$ cat src/rtl/stx_pkg.sv
package stx_pkg;
  // Channel index carried by the word-select level
  typedef enum logic {CH_LEFT = 1'b0, CH_RIGHT = 1'b1} chan_e;
  localparam int unsigned NUM_CH = 2;
endpackage

$ cat src/rtl/stx_edge_sync.sv
module stx_edge_sync #(
  parameter int unsigned STAGES = 2
) (
  input  logic clk,
  input  logic rst_n,
  input  logic bclk_in,
  input  logic ws_in,
  output logic bclk_rise,
  output logic bclk_fall,
  output logic ws_sync
);
  localparam int unsigned LAST = STAGES - 1;

  // bit 0 = bit clock, bit 1 = word select
  logic [1:0] chain [STAGES];
  logic       bclk_prev;

  always_ff @(posedge clk or negedge rst_n) begin
    if (!rst_n) begin
      for (int i = 0; i < STAGES; i++) chain[i] <= '0;
      bclk_prev <= 1'b0;
    end else begin
      chain[0] <= {ws_in, bclk_in};
      for (int i = 1; i < STAGES; i++) chain[i] <= chain[i-1];
      bclk_prev <= chain[LAST][0];
    end
  end

  assign bclk_rise = chain[LAST][0] & ~bclk_prev;
  assign bclk_fall = ~chain[LAST][0] & bclk_prev;
  assign ws_sync   = chain[LAST][1];
endmodule

$ cat src/rtl/stx_frame.sv
module stx_frame
  import stx_pkg::*;
(
  input  logic  clk,
  input  logic  rst_n,
  input  logic  bclk_rise,
  input  logic  bclk_fall,
  input  logic  ws_sync,
  output logic  load_stb,
  output chan_e load_chan
);
  logic ws_cap;
  logic ws_dly;

  function automatic logic level_changed(input logic now_v, input logic old_v);
    return now_v ^ old_v;
  endfunction

  // Word select is captured on rising bit-clock edges; the delayed copy
  // lags it by one bit period, so they differ for one bit period per change.
  always_ff @(posedge clk or negedge rst_n) begin
    if (!rst_n) begin
      ws_cap <= 1'b0;
      ws_dly <= 1'b0;
    end else if (bclk_rise) begin
      ws_cap <= ws_sync;
      ws_dly <= ws_cap;
    end
  end

  assign load_stb  = bclk_fall & level_changed(ws_cap, ws_dly);
  assign load_chan = chan_e'(ws_cap);
endmodule

$ cat src/rtl/stx_hold_reg.sv
module stx_hold_reg #(
  parameter int unsigned W = 16
) (
  input  logic         clk,
  input  logic         rst_n,
  input  logic [W-1:0] in_data,
  input  logic         in_valid,
  output logic         in_ready,
  input  logic         consume,
  output logic [W-1:0] word,
  output logic         underrun
);
  logic fresh;
  logic accept;

  function automatic logic next_fresh(input logic cur, input logic acc, input logic con);
    if (acc) return 1'b1;
    if (con) return 1'b0;
    return cur;
  endfunction

  assign in_ready = ~fresh;
  assign accept   = in_valid & in_ready;

  always_ff @(posedge clk or negedge rst_n) begin
    if (!rst_n) begin
      word     <= '0;
      fresh    <= 1'b0;
      underrun <= 1'b0;
    end else begin
      if (accept) word <= in_data;
      fresh    <= next_fresh(fresh, accept, consume);
      underrun <= consume & ~fresh;
    end
  end
endmodule

$ cat src/rtl/stx_shifter.sv
module stx_shifter #(
  parameter int unsigned W = 16
) (
  input  logic         clk,
  input  logic         rst_n,
  input  logic         shift_stb,
  input  logic         load_stb,
  input  logic [W-1:0] load_word,
  output logic         sdata
);
  logic [W-1:0] sreg;

  // Serial fill is tied low: bits past the LSB are zero
  function automatic logic [W-1:0] shift_zero_fill(input logic [W-1:0] v);
    return {v[W-2:0], 1'b0};
  endfunction

  always_ff @(posedge clk or negedge rst_n) begin
    if (!rst_n)         sreg <= '0;
    else if (load_stb)  sreg <= load_word;
    else if (shift_stb) sreg <= shift_zero_fill(sreg);
  end

  assign sdata = sreg[W-1];
endmodule

$ cat src/rtl/stereo_slave_tx.sv
module stereo_slave_tx
  import stx_pkg::*;
#(
  parameter int unsigned SAMPLE_W    = 16,
  parameter int unsigned SYNC_STAGES = 2
) (
  input  logic                clk,
  input  logic                rst_n,
  input  logic                bclk_in,
  input  logic                ws_in,
  output logic                sdata_out,
  input  logic [SAMPLE_W-1:0] left_data,
  input  logic                left_valid,
  output logic                left_ready,
  input  logic [SAMPLE_W-1:0] right_data,
  input  logic                right_valid,
  output logic                right_ready,
  output logic                underrun
);
  // Named internal events, also observed by the bound checker
  logic              rise_stb;
  logic              fall_stb;
  logic              ws_sync;
  logic              load_stb;
  chan_e             load_chan;
  logic [SAMPLE_W-1:0] load_word;

  logic [SAMPLE_W-1:0] ch_data [NUM_CH];
  logic [SAMPLE_W-1:0] ch_word [NUM_CH];
  logic [NUM_CH-1:0]   ch_valid;
  logic [NUM_CH-1:0]   ch_ready;
  logic [NUM_CH-1:0]   ch_sel;
  logic [NUM_CH-1:0]   ch_underrun;

  function automatic logic [NUM_CH-1:0] chan_onehot(input chan_e ch);
    logic [NUM_CH-1:0] v;
    v = '0;
    v[ch] = 1'b1;
    return v;
  endfunction

  stx_edge_sync #(.STAGES(SYNC_STAGES)) u_sync (
    .clk       (clk),
    .rst_n     (rst_n),
    .bclk_in   (bclk_in),
    .ws_in     (ws_in),
    .bclk_rise (rise_stb),
    .bclk_fall (fall_stb),
    .ws_sync   (ws_sync)
  );

  stx_frame u_frame (
    .clk       (clk),
    .rst_n     (rst_n),
    .bclk_rise (rise_stb),
    .bclk_fall (fall_stb),
    .ws_sync   (ws_sync),
    .load_stb  (load_stb),
    .load_chan (load_chan)
  );

  assign ch_data[CH_LEFT]  = left_data;
  assign ch_data[CH_RIGHT] = right_data;
  assign ch_valid = {right_valid, left_valid};
  assign ch_sel   = chan_onehot(load_chan);

  for (genvar c = 0; c < NUM_CH; c++) begin : g_hold
    stx_hold_reg #(.W(SAMPLE_W)) u_hold (
      .clk      (clk),
      .rst_n    (rst_n),
      .in_data  (ch_data[c]),
      .in_valid (ch_valid[c]),
      .in_ready (ch_ready[c]),
      .consume  (load_stb & ch_sel[c]),
      .word     (ch_word[c]),
      .underrun (ch_underrun[c])
    );
  end

  assign load_word = ch_word[load_chan];

  stx_shifter #(.W(SAMPLE_W)) u_shift (
    .clk       (clk),
    .rst_n     (rst_n),
    .shift_stb (fall_stb),
    .load_stb  (load_stb),
    .load_word (load_word),
    .sdata     (sdata_out)
  );

  assign left_ready  = ch_ready[CH_LEFT];
  assign right_ready = ch_ready[CH_RIGHT];
  assign underrun    = |ch_underrun;
endmodule

$ cat config.mk
export PLATFORM = sky130hd
export DESIGN_NAME = stereo_slave_tx
export DESIGN_NICKNAME = d
export VERILOG_FILES = /design/src/rtl/stx_pkg.sv /design/src/rtl/stx_edge_sync.sv /design/src/rtl/stx_frame.sv /design/src/rtl/stx_hold_reg.sv /design/src/rtl/stx_shifter.sv /design/src/rtl/stereo_slave_tx.sv
export SDC_FILE = /design/constraint.sdc
export NUM_CORES = 1
export LEC_CHECK = 0
export ABC_AREA = 1
export BUFFER_PORTS_ARGS = -buffer_cell sky130_fd_sc_hd__buf_2
export CAP_MARGIN = 15
export CORE_MARGIN = 5
export CORE_UTILIZATION = 55
export DETAILED_ROUTE_END_ITERATION = 10
export GPL_TIMING_DRIVEN = 1
export MAX_ROUTING_LAYER = met4
export PLACE_DENSITY = 0.78
export SYNTH_ARGS = -nofsm -noshare
export SYNTH_HDL_FRONTEND = slang
export SYNTH_SLANG_ARGS = --single-unit
$ cat constraint.sdc
create_clock -name clk -period 1.3 [get_ports clk]
set_input_delay 0.26 -clock clk [delete_from_list [all_inputs] [get_ports clk]]
set_output_delay 0.26 -clock clk [all_outputs]
set_load 0.02 [all_outputs]
* Word level (Yosys, flattened, before mapping)
Cells that the tools add are included.
** Word-level totals
- Register bits after elaboration :: 59
- Input port bits :: 38
- Output and inout port bits :: 4
- Logic and storage cells :: 56
** Cells by class
- $lt $le $gt $ge :: 3
- Multiplexer cells :: 21
- Bitwise gates (word level) :: 15
- Reduce and logical (&&, ||, !) cells :: 5
** Operators by type and width (count)
- 2-to-1 mux 16 bit :: 5
- 2-to-1 mux 1 bit :: 15
- AND 1 bit :: 9
- nonzero test 2 bit :: 3
- NOT 1 bit :: 4
- >= comparator 2 bit (second input constant) :: 1
- less-than comparator 1 x 2 -> 1 bit (second input constant) :: 1
- NOT 1 -> 2 bit :: 1
- OR reduction 2 bit :: 1
- demux 1 bit (select 1 bit) :: 1
- >= comparator 1 bit (second input constant) :: 1
- logical AND 1 bit :: 1
- bitwise XOR 1 bit :: 1

* Longest topological paths before layout
Gate-level depths: netlist of run 1.
- Depth after elaboration :: 9
- Depth in mapped cells :: 8
- Depth with buffers taken out :: 7

* Hierarchy
A second synthesis of run 1 with hierarchy kept.
** Unflattened totals
- Cell total of the unflattened synthesis :: 315
- Area, all modules :: 2761.4 sq um
** By module, submodules not included
- stx_hold_reg :: times used 2, cells each 75, area each 753.2 sq um
- stx_shifter :: times used 1, cells each 87, area each 759.5 sq um
- stereo_slave_tx :: times used 1, cells each 57, area each 265.3 sq um
- stx_edge_sync :: times used 1, cells each 9, area each 140.1 sq um
- stx_frame :: times used 1, cells each 12, area each 90.1 sq um

* Worst setup path before layout of run 1
OpenSTA, ideal clock, no wires.
- Kind :: reg2reg
- Start :: register g_hold[0].u_hold.fresh
- End :: register g_hold[0].u_hold.word[10]
- Arrival :: 1.049 ns
- Data required time :: 1.175 ns
- Setup slack :: 0.125 ns
- Cell stages (with the launch flop) :: 5
- Clock period less this slack :: 1.175 ns
- Cell sequence :: dfrtp_1 -> inv_2 -> nand2_4 -> buf_6 -> mux2_4
** On the way
- Word-level cells in the longest chain between the ends :: 2
** Ends and longest elaborated chain
- start: declaration :: line stx_hold_reg.sv:13 : logic fresh;
- start signal: assignment :: line stx_hold_reg.sv:32 : fresh <= next_fresh(fresh, accept, consume);
- NOT 1 bit :: line stx_hold_reg.sv:22 : assign in_ready = ~fresh;
- net left_ready :: line stereo_slave_tx.sv:14 : output logic left_ready,
- AND 1 bit :: line stx_hold_reg.sv:23 : assign accept = in_valid & in_ready;
- end signal: assignment :: line stx_hold_reg.sv:31 : if (accept) word <= in_data;
- end: declaration :: line stx_hold_reg.sv:10 : output logic [W-1:0] word,
The timed path passes the listed nets, and every way through them passes these cells.
A chain may end at the register's enable or synchronous reset.

* Worst setup path after layout of run 1
- Start :: register g_hold[0].u_hold.underrun
- End :: output port underrun
** On the way
- Word-level cells in the longest chain between the ends :: 1
** Ends and longest elaborated chain
- start: declaration :: line stx_hold_reg.sv:11 : output logic underrun
- start signal: assignment :: line stx_hold_reg.sv:33 : underrun <= consume & ~fresh;
- OR reduction 2 bit :: line stereo_slave_tx.sv:93 : assign underrun = |ch_underrun;
- end: declaration :: line stereo_slave_tx.sv:18 : output logic underrun
Every way passes these cells.

==> out/metrics.yaml, run 1 <==
status: "finished, violations left"
violations: "negative setup slack"
finalSetupTns_ps: -25.4
cp-startpoint: "g_hold[0].u_hold.underrun"
reg2reg_from: "u_frame.ws_dly"
viasPerCell: 5.69
grt_pass1_wl_mm: 9.02
critPathArrivalTime_ps: 1070
final_util_pct: 67.5
final_nets: 300
drive_above_1_share_pct: 40.8
cp.required_ps: 1040
critPathCaptureType: "output port"
powerDensity_mw_per_mm2: 2200
reg2reg_depth: 7
wl_per_cell_um: 16.9
setup_slack_ps: -25.4
die_h_um: 79.0
grt_overflow_total: 0
synth_edf_count: 0
track_usage_pct: 19.8
ys_async_sr_fraction_pct: 100
num_antenna_cells: 0
cp-start-kind: "flop"
gp_congestion: 0.799
area_delta_synth_final_pct: 20.3
ios: 42
rsz0062_at_grt: "true"
cts_tree: "yes"
worstPathMaxFanout: 1
ys_seq_area_share_pct: 56.5
die_area_mm2: 0.00623
whs_path_depth: 1
synth_warnings: 0
grt_max_degree: 46
hp-start: "bclk_in"
p_total_mw: 6.94
fin_skew_ps: 5.52
ir_worst_vdd_mv: 1.13
synth_seq_cells: 59
netlist_instances: 214
cts_root_buffer: "clkbuf_8"
hold_viol: 0
leakagePower_nw: 1.52
initial_utilization_pct: 56.1
design.core.area_mm2: 0.00466
routed_wl_mm: 5.44
dr.pass1.iters: 4
finalMaxSlewViolations: 0
clock_latency_ps: 340
worst_slew_pin_slew_ps: 427
dp_hpwl_mm: 3.54
num_vias: 1828
portBuffers: 41
clk_path_buf_depth: 2
yosysTopAreaCell: "dfrtp_1"
maxCapViolations: 0
min_period_ps: 1330
place_ws_ps: 103
fmax_mhz: 754
rows: 25
clock-sinks: 59
synth.area.top_cells: "dfrtp_1 (56%), nand4_1 (11%), mux2_4 (9.2%), mux2_2 (6.5%), nand2_1 (3.9%)"
drc: 0
avgSynthCellArea_um2: 12.2
synth_nets: 252
drt_first_iter_violations: 168
antenna_found_initial: 0
synth_ff_type: "dfrtp_1"
fin_crit_sh_pct: 102
netlist_area_mm2: 0.00262
hp-class: "input pin to flop"
path_clk_slew_ps: 70
die_x_um: 79.0
synth.top_cell.area_share_pct: 56.5
numCtsBuffers: 9
antenna_left: 0
grt_pass1_vias: 1835
ys_types: 20
ctsHtreeMaxLevel: 3
finalSetupViolCount: 1
slew_headroom_pct: 71.5
critical_path_class: "flop to output port"
sequential cells by signal (all words and copies together) (netlist names):
register and flops:
g_hold.u_hold.word 32, u_shift.sreg 16, u_sync.chain 3, g_hold.u_hold.fresh 2, g_hold.u_hold.underrun 2, u_frame.load_chan 1
u_frame.ws_dly 1, u_sync.bclk_prev 1, u_sync.ws_sync 1
cell usage after synthesis, types with 3 or more instances:
| master | count |
|---|---|
| buf_2 | 6 |
| buf_4 | 3 |
| buf_6 | 5 |
| dfrtp_1 | 59 |
| inv_2 | 3 |
| mux2_2 | 15 |
| mux2_4 | 16 |
| nand2_1 | 27 |
| nand2_4 | 5 |
| nand3_1 | 15 |
| nand4_1 | 45 |
| nor2_1 | 4 |
through the flow:
stage | hold slack, ps | std cells | instance area [um2]
2_1_floorplan | -35.6 | 214 | 2620
3_3_place_gp | 217 | 303 | 2880
3_5_place_dp | 216 | 303 | 2880
4_1_cts | 7.26 | 320 | 3140
5_1_grt | 5.36 | 321 | 3150
6_report | 19.8 | 321 | 3150
worst max-delay path: stages, from the launching register on:
cell,delay (ps)
dfrtp_1,360
or2_4,240
buf_6,130
final cells by class:
cell class	instances	area, um2
inverter	7	33.8
fill	349	1510
multi-input combinational	134	998
tap	54	67.6
clock buffer	11	141
sequential	59	1480
clock inverter	5	100
timing repair buffer	51	329
metal layers:
metal / track usage (%) / up-vias / share of wire, %
met1: 24.1 / 881 / 42
li1: - / 866 / -
met4: 5.84 / 0 / 1.6
met2: 30.7 / 72 / 49
met5: - / - / 0
met3: 7.94 / 9 / 7.3
report_power, final:
group / switching [mW] / internal, mW / leakage [nW]
Clock: 0.711 / 1.32 / 0.123
Combinational: 0.779 / 1.00 / 0.689
Sequential: 0.497 / 2.63 / 0.712
Total: 1.99 / 4.95 / 1.52
repair_timing:
item                       4_1_cts  5_1_grt
hold endpoints to repair        15        0
pin swaps                        0        1
setup buffers                    0        1
hold buffers                     1        0
resized for setup                3        1
setup endpoints to repair        1        3
cell usage in the layout, fill, tap and decap left out, drive strengths merged, types with 3 or more instances in the layout:
cell type	count
dfrtp	59
nand2	32
clkbuf	11
buf	50
bufinv	3
inv	7
nand4	45
nor2	6
mux2	31
nand3	15
final timing paths:
path                                            end  slack, ps
hold reg to reg                     u_sync.chain[0]        350
setup reg to reg             g_hold[0].u_hold.fresh         90
setup / recovery                           underrun        -30
hold / removal                      u_sync.chain[2]         20
min in group asynchronous  g_hold[1].u_hold.word[9]        390
max in group asynchronous  g_hold[1].u_hold.word[4]        440
logic make-up (layout without fill, tap and decap cells):
logic type,after synthesis,count (layout),synth area share [%]
compound gates,4,4,0.766
buf+inv,21,74,5.45
flops,59,59,56.5
simple gates,99,99,21.7
mux,31,31,15.6
Power figures use the tool's default switching activity.
==> run 2, diff against run 1 <==
- CELL_PAD_IN_SITES_DETAIL_PLACEMENT: default -> 1
- CELL_PAD_IN_SITES_GLOBAL_PLACEMENT: default -> 1
- CORE_UTILIZATION: 55 -> 45
- PLACE_DENSITY: 0.78 -> default
- PLACE_DENSITY_LB_ADDON: default -> 0.1
- SLEW_MARGIN: default -> 40
==> run 2 against run 1 <==
  * The run still ends with negative setup slack left
  * Global-route usage is 1.7 points lower
  * Critical path type unchanged
  * Flip-flop and latch count unchanged
  * Clock-buffer cell count is 1 lower
  * Final cell count is 6.5% higher
  * Critical path depth unchanged
  * Worst setup slack improved by 13 ps
  * Clock power down 18%
  * Sequential power is essentially flat
  * Register-to-register slack improved by 20 ps
==> out/metrics.yaml, run 2 (same netlist as run 1, synthesis figures left out) <==
status: "finished, violations left"
violations: "negative setup slack"
fin_cells: 342
cp-start-kind: "flop"
numCtsBuffers: 9
dr.pass1.iters: 4
power_switching_mw: 2.02
antenna_found_initial: 0
dpl.cell_count: 324
drc: 0
gp_congestion: 0.738
critPathArrivalTime_ps: 1050
ir_worst_vdd_mv: 1.37
placed_cell_area_mm2: 0.00293
portBuffers: 41
critPathCaptureType: "output port"
final_cell_mix: "dfrtp_1 (57), nand4_1 (45), buf_2 (40), nand2_1 (27), mux2_4 (16)"
slew_headroom_pct: 79.1
grt_pass1_wl_mm: 10.3
mostFrequentLayoutCell: "dfrtp_1"
largest_reg_flops: 32
initial_utilization_pct: 46.9
min_period_ps: 1310
area_delta_synth_final_pct: 21.1
whs_path_depth: 1
finalMaxSlewViolations: 0
worst_slew_pin_slew_ps: 313
worstPathMaxFanout: 1
grt_max_degree: 60
maxCapViolations: 0
final_nets: 303
dp_hpwl_mm: 3.84
grt_overflow_total: 0
wl_per_cell_um: 17.0
leakagePower_nw: 1.51
critical_path_class: "flop to output port"
cp.required_ps: 1040
power.internal_mw: 4.57
powerDensity_mw_per_mm2: 2080
ios: 42
num_vias: 1871
clock_latency_ps: 330
setup_slack_ps: -12.7
reg2reg_depth: 3
fmax_mhz: 762
die_h_um: 86.2
finalSetupViolCount: 1
fillers: 610
seqPwrFrac_pct: 47.2
pwr-share-comb_pct: 27.6
largest-register: "g_hold.u_hold.word"
clock-sinks: 59
cts_tree: "yes"
rsz0062_at_grt: "true"
place_ws_ps: 84.8
hp-class: "input pin to flop"
clk_path_buf_depth: 2
ctsHtreeMaxLevel: 3
cts_root_buffer: "clkbuf_8"
drt_first_iter_violations: 76
path_clk_slew_ps: 70
drive_above_1_share_pct: 42.6
hold_viol: 0
fin_crit_sh_pct: 101
design.core.area_mm2: 0.00557
routed_wl_mm: 5.81
antenna_left: 0
die_area_mm2: 0.00744
grt_pass1_vias: 2057
fin_skew_ps: 6.42
rows: 27
num_antenna_cells: 0
viasPerCell: 5.47
track_usage_pct: 18.1
p_sw_share_pct: 30.6
stdcell_area_mm2: 0.00317
clockPowerShare_pct: 25.2
die_x_um: 86.2
top_regs: "g_hold.u_hold.word (32), u_shift.sreg (16), u_sync.chain (3)"
run 2: worst max-delay path: stages, from the launching register on:
cell     delay, ps
dfrtp_1        360
or2_4          240
buf_6          130
run 2: layout make-up:
class                      count  area (um2)  share of cell area, %
timing repair buffer          54         362                   11.4
sequential                    59        1480                   46.7
tap                           72        90.1                   2.85
clock buffer                  10         138                   4.35
multi-input combinational    134         998                   31.5
clock inverter                 6        65.1                   2.06
inverter                       7        33.8                   1.07
run 2: path summary, 6_finish.rpt:
path	start	end	slack, ps
min	ws_in	u_sync.chain[3]	30
max in group asynchronous	rst_n	u_frame.ws_dly	560
max	g_hold[0].u_hold.underrun	underrun	-10
max reg2reg	g_hold[0].u_hold.fresh	g_hold[0].u_hold.word[4]	110
min reg2reg	u_sync.chain[3]	u_sync.ws_sync	350
min in group asynchronous	rst_n	g_hold[1].u_hold.underrun	470
run 2: repair_timing:
item,CTS,global route
pin swaps,0,1
hold buffers,1,0
resized for setup,3,2
endpoints found under the hold margin,59,0
buffers inserted,0,1
endpoints found under the setup margin,1,3
run 2: layer usage:
metal	wire, um	vias up	GRT usage [%]	share of wire (%)
met2	2940	35	29.2	51
li1	-	874	-	-
met3	198	7	4.56	3.4
met4	43	0	4.25	0.74
met5	0	-	-	0
met1	2630	955	23.1	45
run 2: through the flow:
stage,TNS [ps],hold WS (ps),power [mW],utilization [%]
floorplan,0,-35.6,4.42,-
global placement,0,292,4.84,52.6
detailed placement,0,294,4.93,52.6
CTS,-25.5,17.7,6.66,56.6
global route,-49.3,5.11,7.04,56.8
finish,-12.7,33.4,6.59,56.8
run 2: power groups by stage:
| stage | registers, mW | clock network, mW | logic, mW |
|---|---|---|---|
| after floorplan | 2.98 | 0 | 1.44 |
| after global placement | 3.12 | 0 | 1.72 |
| after detailed placement | 3.13 | 0 | 1.80 |
| after CTS | 3.12 | 1.71 | 1.84 |
| after global routing | 3.22 | 1.82 | 2.01 |
| final | 3.11 | 1.66 | 1.82 |
==> run 3, diff against run 2 <==
- PLACE_DENSITY_LB_ADDON: 0.1 -> 0.12
- RECOVER_POWER: default -> 100
==> run 3 against run 2 <==
  * Highest routed layer unchanged
  * Critical path depth stayed put
  * The flow still finishes with violations (negative setup slack)
  * Flip-flop and latch count stayed put
  * Maximum frequency is 0.33% lower
  * Via count is 0.21% lower
  * Worst setup slack worse by 4.3 ps
==> out/metrics.yaml, run 3 (same netlist as run 1, synthesis figures left out) <==
status: "finished, violations left"
violations: "negative setup slack"
largest-register: "g_hold.u_hold.word"
clk_path_buf_depth: 2
critPathMaxStageDelay_ps: 360
cp.required_ps: 1040
initial_utilization_pct: 46.9
largest_reg_flops: 32
portBuffers: 41
path_cells: "or2_4 > buf_6"
grt_most_used_layer: "met2"
min_period_ps: 1320
rsz0062_at_grt: "true"
finalMaxSlewViolations: 0
setup_slack_ps: -17.0
cp_slowest_cell: "dfrtp_1"
fin_crit_sh_pct: 101
clock_latency_ps: 340
drc: 0
hold_viol: 0
die_h_um: 86.2
routed_wl_mm: 5.78
drt_first_iter_violations: 72
antenna_left: 0
met1_usage_pct: 22.9
num_antenna_cells: 0
grt_max_degree: 60
slew_headroom_pct: 50.6
dp_hpwl_mm: 3.93
ios: 42
cts_root_buffer: "clkbuf_8"
grt_pass1_wl_mm: 10.1
powerDensity_mw_per_mm2: 2060
fmax_mhz: 759
numCtsBuffers: 9
mostFrequentLayoutCell: "dfrtp_1"
antenna_found_initial: 0
place_ws_ps: 76.6
die_x_um: 86.2
top_regs: "g_hold.u_hold.word (32), u_shift.sreg (16), u_sync.chain (3)"
critPathCaptureType: "output port"
viasPerCell: 5.48
finalSetupViolCount: 1
track_usage_pct: 18.2
final_cell_mix: "dfrtp_1 (58), nand4_1 (45), buf_2 (38), nand2_1 (27), mux2_1 (16)"
die_area_mm2: 0.00744
area_delta_synth_final_pct: 16.0
met3_usage_pct: 4.28
hp-class: "input pin to flop"
num_vias: 1867
ir_worst_vdd_mv: 0.983
worstPathMaxFanout: 1
leakagePower_nw: 1.41
drive_above_1_share_pct: 34.6
clock-sinks: 59
rows: 27
path_clk_slew_ps: 60
final_nets: 302
ctsHtreeMaxLevel: 3
critical_path_class: "flop to output port"
cp-start-kind: "flop"
fin_skew_ps: 10.4
design.core.area_mm2: 0.00557
cts_tree: "yes"
path_buf_inv: 1
grt_pass1_vias: 2067
wl_per_cell_um: 16.9
final_util_pct: 54.4
worst_slew_pin_slew_ps: 741
critPathArrivalTime_ps: 1060
dr.pass1.iters: 4
grt_overflow_total: 0
gp_congestion: 0.837
holdWs_ps: 25.8
path_delay_family: "flip-flops"
maxCapViolations: 0
grt_use_met2_pct: 28.5
-- run 3: power by group --
part | leakage, nW | total [mW] | switching (mW) | internal (mW)
clock | 0.0991 | 1.63 | 0.708 | 0.927
combinational | 0.604 | 1.50 | 0.754 | 0.748
sequential | 0.711 | 3.13 | 0.498 | 2.63
-- run 3: routing by layer --
layer  up-vias  routed length (um)
met5         -                   0
met4         0                 111
met3        10                 191
met2        34                2840
met1       948                2640
li1        875                   -
-- run 3: per-stage QoR --
stage          TNS [ps]  total power, mW  area [um2]  instances
6_report          -17.0             6.27        3030        341
5_1_grt            -313             6.71        3030        341
4_1_cts           -37.2             6.62        3110        341
3_5_place_dp          0             4.94        2900        324
2_1_floorplan         0             4.42        2620        214
3_3_place_gp          0             4.85        2900        324
-- run 3: final cells by class --
type | instances | area [um2]
inverters | 7 | 31.3
clock buffers | 11 | 141
multi-input cells | 134 | 938
fillers | 619 | 2540
clock inverters | 5 | 52.6
repair buffers | 53 | 303
well taps | 72 | 90.1
flip-flops and latches | 59 | 1480
-- run 3: repair_timing --
action                                  CTS  global route
endpoints found under the setup margin    1             8
endpoints found under the hold margin    59             0
pin swaps                                 1             0
setup buffers                             0             0
hold buffers                              1             0
resized for setup                         3             5
-- run 3: final timing paths --
check | start | to | slack (ps) | depth (start not counted)
max | g_hold[0].u_hold.underrun | underrun | -20 | 2
min | bclk_in | u_sync.chain[2] | 30 | 1
max reg2reg | u_sync.chain[0] | u_shift.sreg[7] | 60 | 4
min reg2reg | u_sync.chain[2] | u_sync.chain[0] | 360 | 0
max in group asynchronous | rst_n | u_frame.load_chan | 160 | 3
min in group asynchronous | rst_n | g_hold[0].u_hold.word[8] | 610 | 3
